===== src/rtl/mdio_pkg.sv =====
package mdio_pkg;
    localparam int PRE_BITS  = 32;
    localparam int HDR_BITS  = 14;
    localparam int TURN_BITS = 2;
    localparam int DATA_BITS = 16;
    localparam int CNT_W     = $clog2(PRE_BITS + 1);
    localparam int SHIFT_W   = HDR_BITS + TURN_BITS + DATA_BITS;

    typedef enum logic [2:0] {
        ST_IDLE,
        ST_PREAMBLE,
        ST_HEADER,
        ST_TURN,
        ST_DATA
    } mdio_state_e;

    // Held command fields, laid out as bits 29:0 of the command word
    typedef struct packed {
        logic [4:0]           fld;
        logic [4:0]           phy;
        logic [1:0]           op;
        logic [1:0]           ftype;
        logic [DATA_BITS-1:0] data;
    } mdio_cmd_t;

    function automatic logic op_is_read(input logic [1:0] op);
        return op[1];
    endfunction
endpackage


===== src/rtl/mdio_clkgen.sv =====
module mdio_clkgen #(
    parameter int HALF_CYC = 20
) (
    input  logic clk,
    input  logic rst_n,
    input  logic run,
    output logic mdc,
    output logic rise_stb,
    output logic fall_stb
);
    localparam int CW = (HALF_CYC > 1) ? $clog2(HALF_CYC) : 1;

    logic [CW-1:0] cnt_q;
    logic          mdc_q;
    logic          wrap;

    assign wrap     = (cnt_q == CW'(HALF_CYC - 1));
    assign rise_stb = run && wrap && !mdc_q;
    assign fall_stb = run && wrap && mdc_q;
    assign mdc      = mdc_q;

    always_ff @(posedge clk or negedge rst_n) begin
        if (!rst_n) begin
            cnt_q <= '0;
            mdc_q <= 1'b0;
        end else if (!run) begin
            cnt_q <= '0;
            mdc_q <= 1'b0;
        end else if (wrap) begin
            cnt_q <= '0;
            mdc_q <= ~mdc_q;
        end else begin
            cnt_q <= cnt_q + 1'b1;
        end
    end
endmodule


===== src/rtl/mdio_shifter.sv =====
module mdio_shifter #(
    parameter int TX_W = 32,
    parameter int RX_W = 16
) (
    input  logic            clk,
    input  logic            rst_n,
    input  logic            load,
    input  logic [TX_W-1:0] load_word,
    input  logic            shift,
    input  logic            capture,
    input  logic            sin,
    output logic            sout,
    output logic [RX_W-1:0] rx_word
);
    logic [TX_W-1:0] tx_q;
    logic [RX_W-1:0] rx_q;

    assign sout    = tx_q[TX_W-1];
    assign rx_word = rx_q;

    always_ff @(posedge clk or negedge rst_n) begin
        if (!rst_n) begin
            tx_q <= '1;
            rx_q <= '0;
        end else begin
            if (load)
                tx_q <= load_word;
            else if (shift)
                tx_q <= {tx_q[TX_W-2:0], 1'b1};
            if (capture)
                rx_q <= {rx_q[RX_W-2:0], sin};
        end
    end
endmodule


===== src/rtl/mdio_master.sv =====
module mdio_master
    import mdio_pkg::*;
#(
    parameter int HALF_CYC = 20
) (
    input  logic        clk,
    input  logic        rst_n,
    input  logic        reg_wr_en,
    input  logic [31:0] reg_wdata,
    output logic [31:0] reg_rdata,
    output logic        mdc,
    output logic        mdio_o,
    output logic        mdio_oe,
    input  logic        mdio_i,
    output logic [15:0] c45_ptr
);
    mdio_state_e      state_q, state_d;
    logic [CNT_W-1:0] bit_cnt_q;
    mdio_cmd_t        cmd_q;
    logic [15:0]      ptr_q;
    logic             busy;
    logic             start;
    logic             rise_stb, fall_stb;
    logic             last_bit;
    logic             finish;
    logic             is_rd;
    logic             sout;
    logic [DATA_BITS-1:0] rx_word;
    logic [SHIFT_W-1:0]   frame_word;
    logic [CNT_W-1:0]     limit;

    assign busy      = (state_q != ST_IDLE);
    assign start     = reg_wr_en && !busy && reg_wdata[31] && !reg_wdata[17];
    assign is_rd     = op_is_read(cmd_q.op);
    assign reg_rdata = {busy, !busy, cmd_q};
    assign c45_ptr   = ptr_q;

    // start code, opcode, PHY, reg/dev, turnaround 10, data
    assign frame_word = {1'b0, reg_wdata[16], reg_wdata[19:18], reg_wdata[24:20],
                         reg_wdata[29:25], 2'b10, reg_wdata[15:0]};

    always_comb begin
        unique case (state_q)
            ST_PREAMBLE: limit = CNT_W'(PRE_BITS);
            ST_HEADER:   limit = CNT_W'(HDR_BITS);
            ST_TURN:     limit = CNT_W'(TURN_BITS);
            ST_DATA:     limit = CNT_W'(DATA_BITS);
            default:     limit = CNT_W'(1);
        endcase
    end

    assign last_bit = (bit_cnt_q == limit - 1'b1);
    assign finish   = (state_q == ST_DATA) && fall_stb && last_bit;

    mdio_clkgen #(.HALF_CYC(HALF_CYC)) u_clkgen (
        .clk      (clk),
        .rst_n    (rst_n),
        .run      (busy),
        .mdc      (mdc),
        .rise_stb (rise_stb),
        .fall_stb (fall_stb)
    );

    mdio_shifter #(.TX_W(SHIFT_W), .RX_W(DATA_BITS)) u_shifter (
        .clk       (clk),
        .rst_n     (rst_n),
        .load      (start),
        .load_word (frame_word),
        .shift     (fall_stb && busy && (state_q != ST_PREAMBLE)),
        .capture   (rise_stb && (state_q == ST_DATA) && is_rd),
        .sin       (mdio_i),
        .sout      (sout),
        .rx_word   (rx_word)
    );

    // Next-state logic
    always_comb begin
        state_d = state_q;
        unique case (state_q)
            ST_IDLE:     if (start) state_d = ST_PREAMBLE;
            ST_PREAMBLE: if (fall_stb && last_bit) state_d = ST_HEADER;
            ST_HEADER:   if (fall_stb && last_bit) state_d = ST_TURN;
            ST_TURN:     if (fall_stb && last_bit) state_d = ST_DATA;
            ST_DATA:     if (fall_stb && last_bit) state_d = ST_IDLE;
            default:     state_d = ST_IDLE;
        endcase
    end

    // State register and bit counter
    always_ff @(posedge clk or negedge rst_n) begin
        if (!rst_n) begin
            state_q   <= ST_IDLE;
            bit_cnt_q <= '0;
        end else begin
            state_q <= state_d;
            if (state_d != state_q)
                bit_cnt_q <= '0;
            else if (fall_stb)
                bit_cnt_q <= bit_cnt_q + 1'b1;
        end
    end

    // Command fields, read result and Clause 45 address
    always_ff @(posedge clk or negedge rst_n) begin
        if (!rst_n) begin
            cmd_q <= '0;
            ptr_q <= '0;
        end else if (start) begin
            cmd_q <= mdio_cmd_t'(reg_wdata[29:0]);
            if (op_is_read(reg_wdata[19:18]))
                cmd_q.data <= '0;
        end else if (finish) begin
            if (is_rd)
                cmd_q.data <= rx_word;
            if (cmd_q.ftype == 2'd0) begin
                if (cmd_q.op == 2'd0)
                    ptr_q <= cmd_q.data;
                else if (cmd_q.op == 2'd2)
                    ptr_q <= ptr_q + 16'd1;
            end
        end
    end

    // Pin outputs
    always_comb begin
        unique case (state_q)
            ST_IDLE:     begin mdio_oe = 1'b0;   mdio_o = 1'b1; end
            ST_PREAMBLE: begin mdio_oe = 1'b1;   mdio_o = 1'b1; end
            ST_HEADER:   begin mdio_oe = 1'b1;   mdio_o = sout; end
            ST_TURN,
            ST_DATA:     begin mdio_oe = !is_rd; mdio_o = sout; end
            default:     begin mdio_oe = 1'b0;   mdio_o = 1'b1; end
        endcase
    end
endmodule


===== config.mk =====
export PLATFORM = sky130hd
export DESIGN_NAME = mdio_master
export DESIGN_NICKNAME = d
export VERILOG_FILES = /design/src/rtl/mdio_pkg.sv /design/src/rtl/mdio_clkgen.sv /design/src/rtl/mdio_shifter.sv /design/src/rtl/mdio_master.sv
export SDC_FILE = /design/constraint.sdc
export NUM_CORES = 1
export LEC_CHECK = 0
export ABC_AREA = 1
export CAP_MARGIN = 5
export CORE_ASPECT_RATIO = 1.75
export CORE_MARGIN = 2
export CORE_UTILIZATION = 30
export CTS_BUF_LIST = sky130_fd_sc_hd__clkbuf_4 sky130_fd_sc_hd__clkbuf_8
export CTS_CLUSTER_SIZE = 40
export DETAILED_ROUTE_END_ITERATION = 10
export PLACE_DENSITY = 0.59
export SYNTH_ARGS = -nofsm -noshare
export SYNTH_HDL_FRONTEND = slang
export SYNTH_HIERARCHICAL = 1
export SYNTH_SLANG_ARGS = --single-unit

===== constraint.sdc =====
create_clock -name clk -period 3.4 [get_ports clk]
set_input_delay 0.68 -clock clk [delete_from_list [all_inputs] [get_ports clk]]
set_output_delay 0.68 -clock clk [all_outputs]
set_load 0.005 [all_outputs]

**Yosys cells after proc, flatten, opt, wreduce, memory -nomap -nowiden**

Cells that the tools add are included.

- Input bits: 36
- Output and inout port bits: 51
- Register bits: 109
- Logic and storage cells: 82

- Add/sub/neg operators: 4
- Reductions and logical operators: 31
- Bitwise operators: 2
- Mux-type cells: 23
- Eq/ne operators: 10

Operators by type and width:

| operator | count |
|---|---|
| 16-bit 2-to-1 mux | 6 |
| 32-bit 2-to-1 mux | 2 |
| 6-bit case mux with 4 select lines | 1 |
| 16-bit by 1-bit adder with 16-bit output, second input constant | 1 |
| 3-bit 2-to-1 mux | 5 |
| 3-bit case mux with 5 select lines | 1 |
| 1-bit logical AND | 13 |
| 6-bit 2-to-1 mux | 2 |
| 5-bit 2-to-1 mux | 2 |
| 2-bit nonzero test | 5 |
| 6-bit by 1-bit adder with 6-bit output, second input constant | 1 |
| 3-bit by 2-bit equality test with 1-bit output, second input constant | 2 |
| 6-bit equality test | 1 |
| 6-bit by 1-bit subtractor with 6-bit output, second input constant | 1 |
| 5-bit by 1-bit adder with 5-bit output, second input constant | 1 |
| 5-bit equality test, second input constant | 1 |
| 1-bit logical NOT | 4 |
| 2-bit logical NOT | 2 |
| 4-bit AND reduction | 1 |
| 2-bit OR reduction | 2 |
| 3-bit by 1-bit equality test with 1-bit output, second input constant | 1 |
| 3-bit equality test, second input constant | 1 |
| 3-bit logical NOT | 1 |
| 1-bit 2-to-1 mux | 3 |
| other kinds (9) | 10 |

**Longest topological paths before layout**

- Word-level depth: 9
- Gate-level depth with buffers: 19
- Depth with buffers taken out: 19

**Cells and area by module**

Netlist, hierarchy kept.

Modules (own cells, without submodules):

| module | cells each | area each (µm²) | instances | sequential area each (µm²) |
|---|---|---|---|---|
| mdio_master | 429 | 3200.6 | 1 | 1376.3 |
| mdio_shifter | 234 | 2113.3 | 1 | 1241.2 |
| mdio_clkgen | 41 | 316.6 | 1 | 150.1 |

**Worst setup path after synthesis**

OpenSTA, ideal clock, no wires.

- Path type: register -> register
- Start point: reg state_q[1]
- End point: reg cmd_q (netlist bit reg_rdata[6])
- Buffers on the path: 1
- Required time: 3.283 ns
- Library setup time: 0.117 ns
- Path slack: 1.022 ns
- Stages on the path, launching flop included: 17
- Arrival: 2.261 ns
- Clock period less this slack: 2.378 ns
- Cell sequence: dfrtp_1 -> nor2_1 -> nand2_1 -> nand2_2 -> nor2_4 -> inv_1 -> ha_1 -> ha_1 -> nand2_1 -> nand3_1 -> nor2_1 -> nand2_1 -> nor2_4 -> nand4_4 -> buf_2 -> nand3_1 -> nand2_1

- Longest elaborated chain between the ends: 7
- Elaborated cells on any way between the ends: 20
- Those cells by class: add/sub (1); eq/ne (5); mux (2); reduce/logical (12)

Ends and longest elaborated chain:

| item | RTL line | source |
|---|---|---|
| start, declared | mdio_master.sv:17 | `mdio_state_e state_q, state_d;` |
| start signal, assigned | mdio_master.sv:95 | `state_q <= state_d;` |
| 3-bit equality test (tied with other cells) | mdio_master.sv:43, mdio_master.sv:53 |  |
| 6-bit case mux with 4 select lines (tied with other cells) | mdio_master.sv:43 | `unique case (state_q)` |
| 6-bit by 1-bit subtractor with 6-bit output (tied with other cells) | mdio_master.sv:52 | `assign last_bit = (bit_cnt_q == limit - 1'b1);` |
| 6-bit equality test (tied with other cells) | mdio_master.sv:52 |  |
| 1-bit logical AND (on tied branches) | mdio_master.sv:53, mdio_master.sv:33 |  |
| 2-bit nonzero test (no source line) | - |  |
| 2-bit AND reduction (no source line) | - |  |
| end signal, assigned | mdio_master.sv:109 | `cmd_q <= mdio_cmd_t'(reg_wdata[29:0]);` |
| end, declared | mdio_master.sv:19 | `mdio_cmd_t cmd_q;` |

Parallel ways exist; a longest one is shown, timed or not.
A chain may end at the register's enable or synchronous reset.

**Final worst setup path**

- Start point: reg state_q[1]
- End point: reg ptr_q[6], in the netlist c45_ptr[6]

- Longest elaborated chain between the ends: 7
- Elaborated cells on any way between the ends: 18
- Those cells by class: add/sub (1); eq/ne (5); mux (1); bitwise (1); reduce/logical (10)

Ends and longest elaborated chain:

| item | RTL line | source |
|---|---|---|
| parallel branches: the longest is 6 deep, another holds 6-bit by 1-bit subtractor with 6-bit output | - |  |
| 4-bit AND reduction (no source line) (*) | - |  |
| end signal, assigned | mdio_master.sv:117 | `ptr_q <= cmd_q.data;` |
| end signal, assigned | mdio_master.sv:119 | `ptr_q <= ptr_q + 16'd1;` |
| end, declared | mdio_master.sv:20 | `logic [15:0] ptr_q;` |

Mark *: on every way between the ends.

==> results.toml <==
[cts]
cts_max_path_buffers = 2
cts_hold_buf = 0
clk_latency_ns = 0.39
root_buffer = "clkbuf_8"
postCtsSetupBuffers = 0
htree_levels = 3
cts_tree = "built"
cts_buffers = 9
clk_pin_slew_worst_paths_ns = 0.12
cts_num_sinks = 109
ctsResizeCount = 0

[setup_path]
cp_data_arrival_time_ns = 3.06
r2r-end = "c45_ptr[6]$_DFFE_PN0P_"
path_cells = "nor2_4 > nand2_2 > nand2_1 > nor2_4 > inv_1 > ha_1 > ha_1 > nand2_1 > nand3_1 > nor2_1 > nand2_1 > nor2_4 > nand4_1 > o21a_1"
slowest_stage = "dfrtp_1"
critical_path_required_ns = 3.68
slowest_delay_ns = 0.50
crit-reg2reg-launch = "state_q[1]$_DFF_PN0_"
crit_path_end_kind = "flop"
r2r_cells = 14
cp_max_fo = 6
cp-start-kind = "flop"
r2r_setup_slack_ns = 0.62
worstSetupPathType = "reg2reg"

[sta]
slew_viol_final = 0
rsz0062_at_grt = "false"
tns_ns = 0
fmax_mhz = 360
clock_skew_ns = 0.0200
finalHoldViolations = 0
setup_ws_ns = 0.620
period_minus_slack_ns = 2.78
setup_viol = 0
max_slew_margin_pct = 50.9
fin_crit_sh_pct = 81.8
max_slew.worst_pin.slew_ns = 0.735

[pwr]
combPwrFrac_pct = 17.5
switchingPower_mw = 0.902
fin_total_pwr_mw = 3.08
internal_power_mw = 2.17
ir_drop_v = 0.000234
powerDensity_nw_per_um2 = 446
p_clk_share_pct = 27.8
p_sw_share_pct = 29.3
seqPwrFrac_pct = 54.7
leakage_nw = 3.20

[drt]
viasPerCell = 4.63
num_vias = 4743
drt_iter0_drc = 157
dr.pass1.iters = 4
postRouteWirelength_mm = 13.8
route.detailed.drc = 0
ant_nets = 0
post_drt_wl_per_cell_um = 13.5

[synthesis]
syn-instance-count = 704
yosysUniqueCellTypes = 39
synth_area_um2 = 5630
yosys_register_bits = 109
async_reset_ff_share_pct = 100
synthFlopType = "dfrtp_1"
synth-edff-count = 0
ys_warn_count = 6
synth_area_per_cell_um2 = 8.00
ys_seq_area_share_pct = 49.2

[finish]
final_layout_size_suffix_gt1_share_pct = 11.3
layout.nets = 824
syn2layout_area_growth_pct = 22.4
fin_cells = 1025
final_cell_mix = "nand2_1 (225), nand3_1 (108), clkdlybuf4s50_1 (84), dfrtp_1 (77), inv_1 (56)"
layout_commonest_cell = "nand2_1"
n_antenna_cell = 0

[global_routing]
grt_pass1_wl_mm = 22.9
antenna_found_initial = 0
gr-total-overflow = 0
grt_pass1_vias = 4694
grt_max_degree = 53
grt.total_usage_pct = 14.5

[placement]
io_buffers = 85
hpwl_mm = 10.4
place.gp.congestion = 0.865
placed_cells = 1009
place_ws_ns = 0.411

[job]
cap_violations = 0

[floorplanning]
num_rows = 66
fp.dieH_um = 185
die-area_um2 = 19900
die_x_um = 108
coreArea_um2 = 18500
start_util_pct = 30.4
ioPinCount = 87

[run_status]
outcome = "finished clean"

[min_path]
hold_class = "in2async"
worst max-delay path, delay by kind of cell, from the launching register on:
family	cells	cell delay, ns
buf+inv	1	0.05
simple gates	10	1.35
compound gates	1	0.30
flops	1	0.50
fa+ha+maj	2	0.48
per-stage QoR:
stage | hold slack (ns) | util (%) | area (um^2)
after floorplan | 0.384 | - | 5630
after global placement | 0.454 | 36.1 | 6680
after detailed placement | 0.458 | 36.1 | 6680
after CTS | 0.285 | 37.3 | 6890
after global routing | 0.305 | 37.3 | 6890
final | 0.274 | 37.3 | 6890
cell type report:
cell class / instances / area (um^2)
fillers: 1984 / 11600
flip-flops and latches: 109 / 2770
multi-input cells: 504 / 2440
repair buffers: 95 / 936
well taps: 238 / 298
inverters: 63 / 236
clock buffers: 9 / 124
clock inverters: 7 / 90.1
synth_stat cells, types with 2 or more instances:
master | count | area (um^2)
a21oi_1 | 14 | 70.1
a22o_1 | 16 | 140
a31oi_1 | 2 | 12.5
and3_1 | 2 | 12.5
buf_2 | 15 | 75.1
buf_6 | 8 | 90.1
clkbuf_1 | 5 | 18.8
conb_1 | 2 | 7.51
dfrtp_1 | 77 | 1930
dfstp_2 | 32 | 841
ha_1 | 6 | 75.1
inv_1 | 56 | 210
inv_2 | 7 | 26.3
mux2i_1 | 2 | 20.0
nand2_1 | 225 | 845
nand2_2 | 5 | 31.3
nand3_1 | 108 | 541
nand4_1 | 9 | 56.3
nor2_1 | 50 | 188
nor2_2 | 2 | 12.5
nor2_4 | 7 | 78.8
nor3_1 | 5 | 25.0
nor3_2 | 2 | 20.0
o21a_1 | 3 | 22.5
o21ai_0 | 22 | 110
o21ai_1 | 5 | 25.0
or2_2 | 2 | 12.5
xor2_1 | 4 | 35.0
state kept, by name, indices dropped and copies added, names as in the netlist:
signal,count
u_shifter/tx_q,32
state_q,3
u_clkgen/mdc,1
reg_rdata,30
u_shifter/rx_word,16
u_clkgen/cnt_q,5
bit_cnt_q,6
c45_ptr,16
how the worst max path moves through the flow:
stage,start,end,slack (ns),cells after the start
2_1_floorplan,state_q[1]$_DFF_PN0_,reg_rdata[6]$_DFFE_PN0P_,1.02,16
3_3_place_gp,reg_wdata[17],reg_rdata[9]$_DFFE_PN0P_,0.43,9
3_5_place_dp,reg_wdata[17],reg_rdata[0]$_DFFE_PN0P_,0.41,9
4_1_cts,state_q[0]$_DFF_PN0_,reg_rdata[2]$_DFFE_PN0P_,0.59,16
5_1_grt,state_q[0]$_DFF_PN0_,bit_cnt_q[0]$_DFFE_PN0P_,0.31,17
6_report,state_q[1]$_DFF_PN0_,c45_ptr[6]$_DFFE_PN0P_,0.62,14
kinds of logic after synthesis:
logic type	after synthesis	synth area share (%)
compound gates	66	7.29
simple gates	422	33.4
xor+xnor	5	0.778
flops	109	49.2
fa+ha+maj	6	1.33
buf+inv	92	7.60
other cells	2	0.133
mux	2	0.356
routing by layer:
metal	routed length (um)	part of all wire [%]	track usage, %
met1	5740	42	16.6
met2	7260	53	26.2
met3	419	3.0	2.22
met4	401	2.9	6.36
met5	0	0	0
power by group through the flow:
stage / sequential [mW] / combinational, mW / clock, mW
after global routing: 1.71 / 0.628 / 0.929
after CTS: 1.68 / 0.548 / 0.887
after global placement: 1.70 / 0.537 / 0
after detailed placement: 1.71 / 0.547 / 0
final: 1.68 / 0.539 / 0.855
after floorplan: 1.67 / 0.294 / 0
Power figures use the tool's default switching activity.
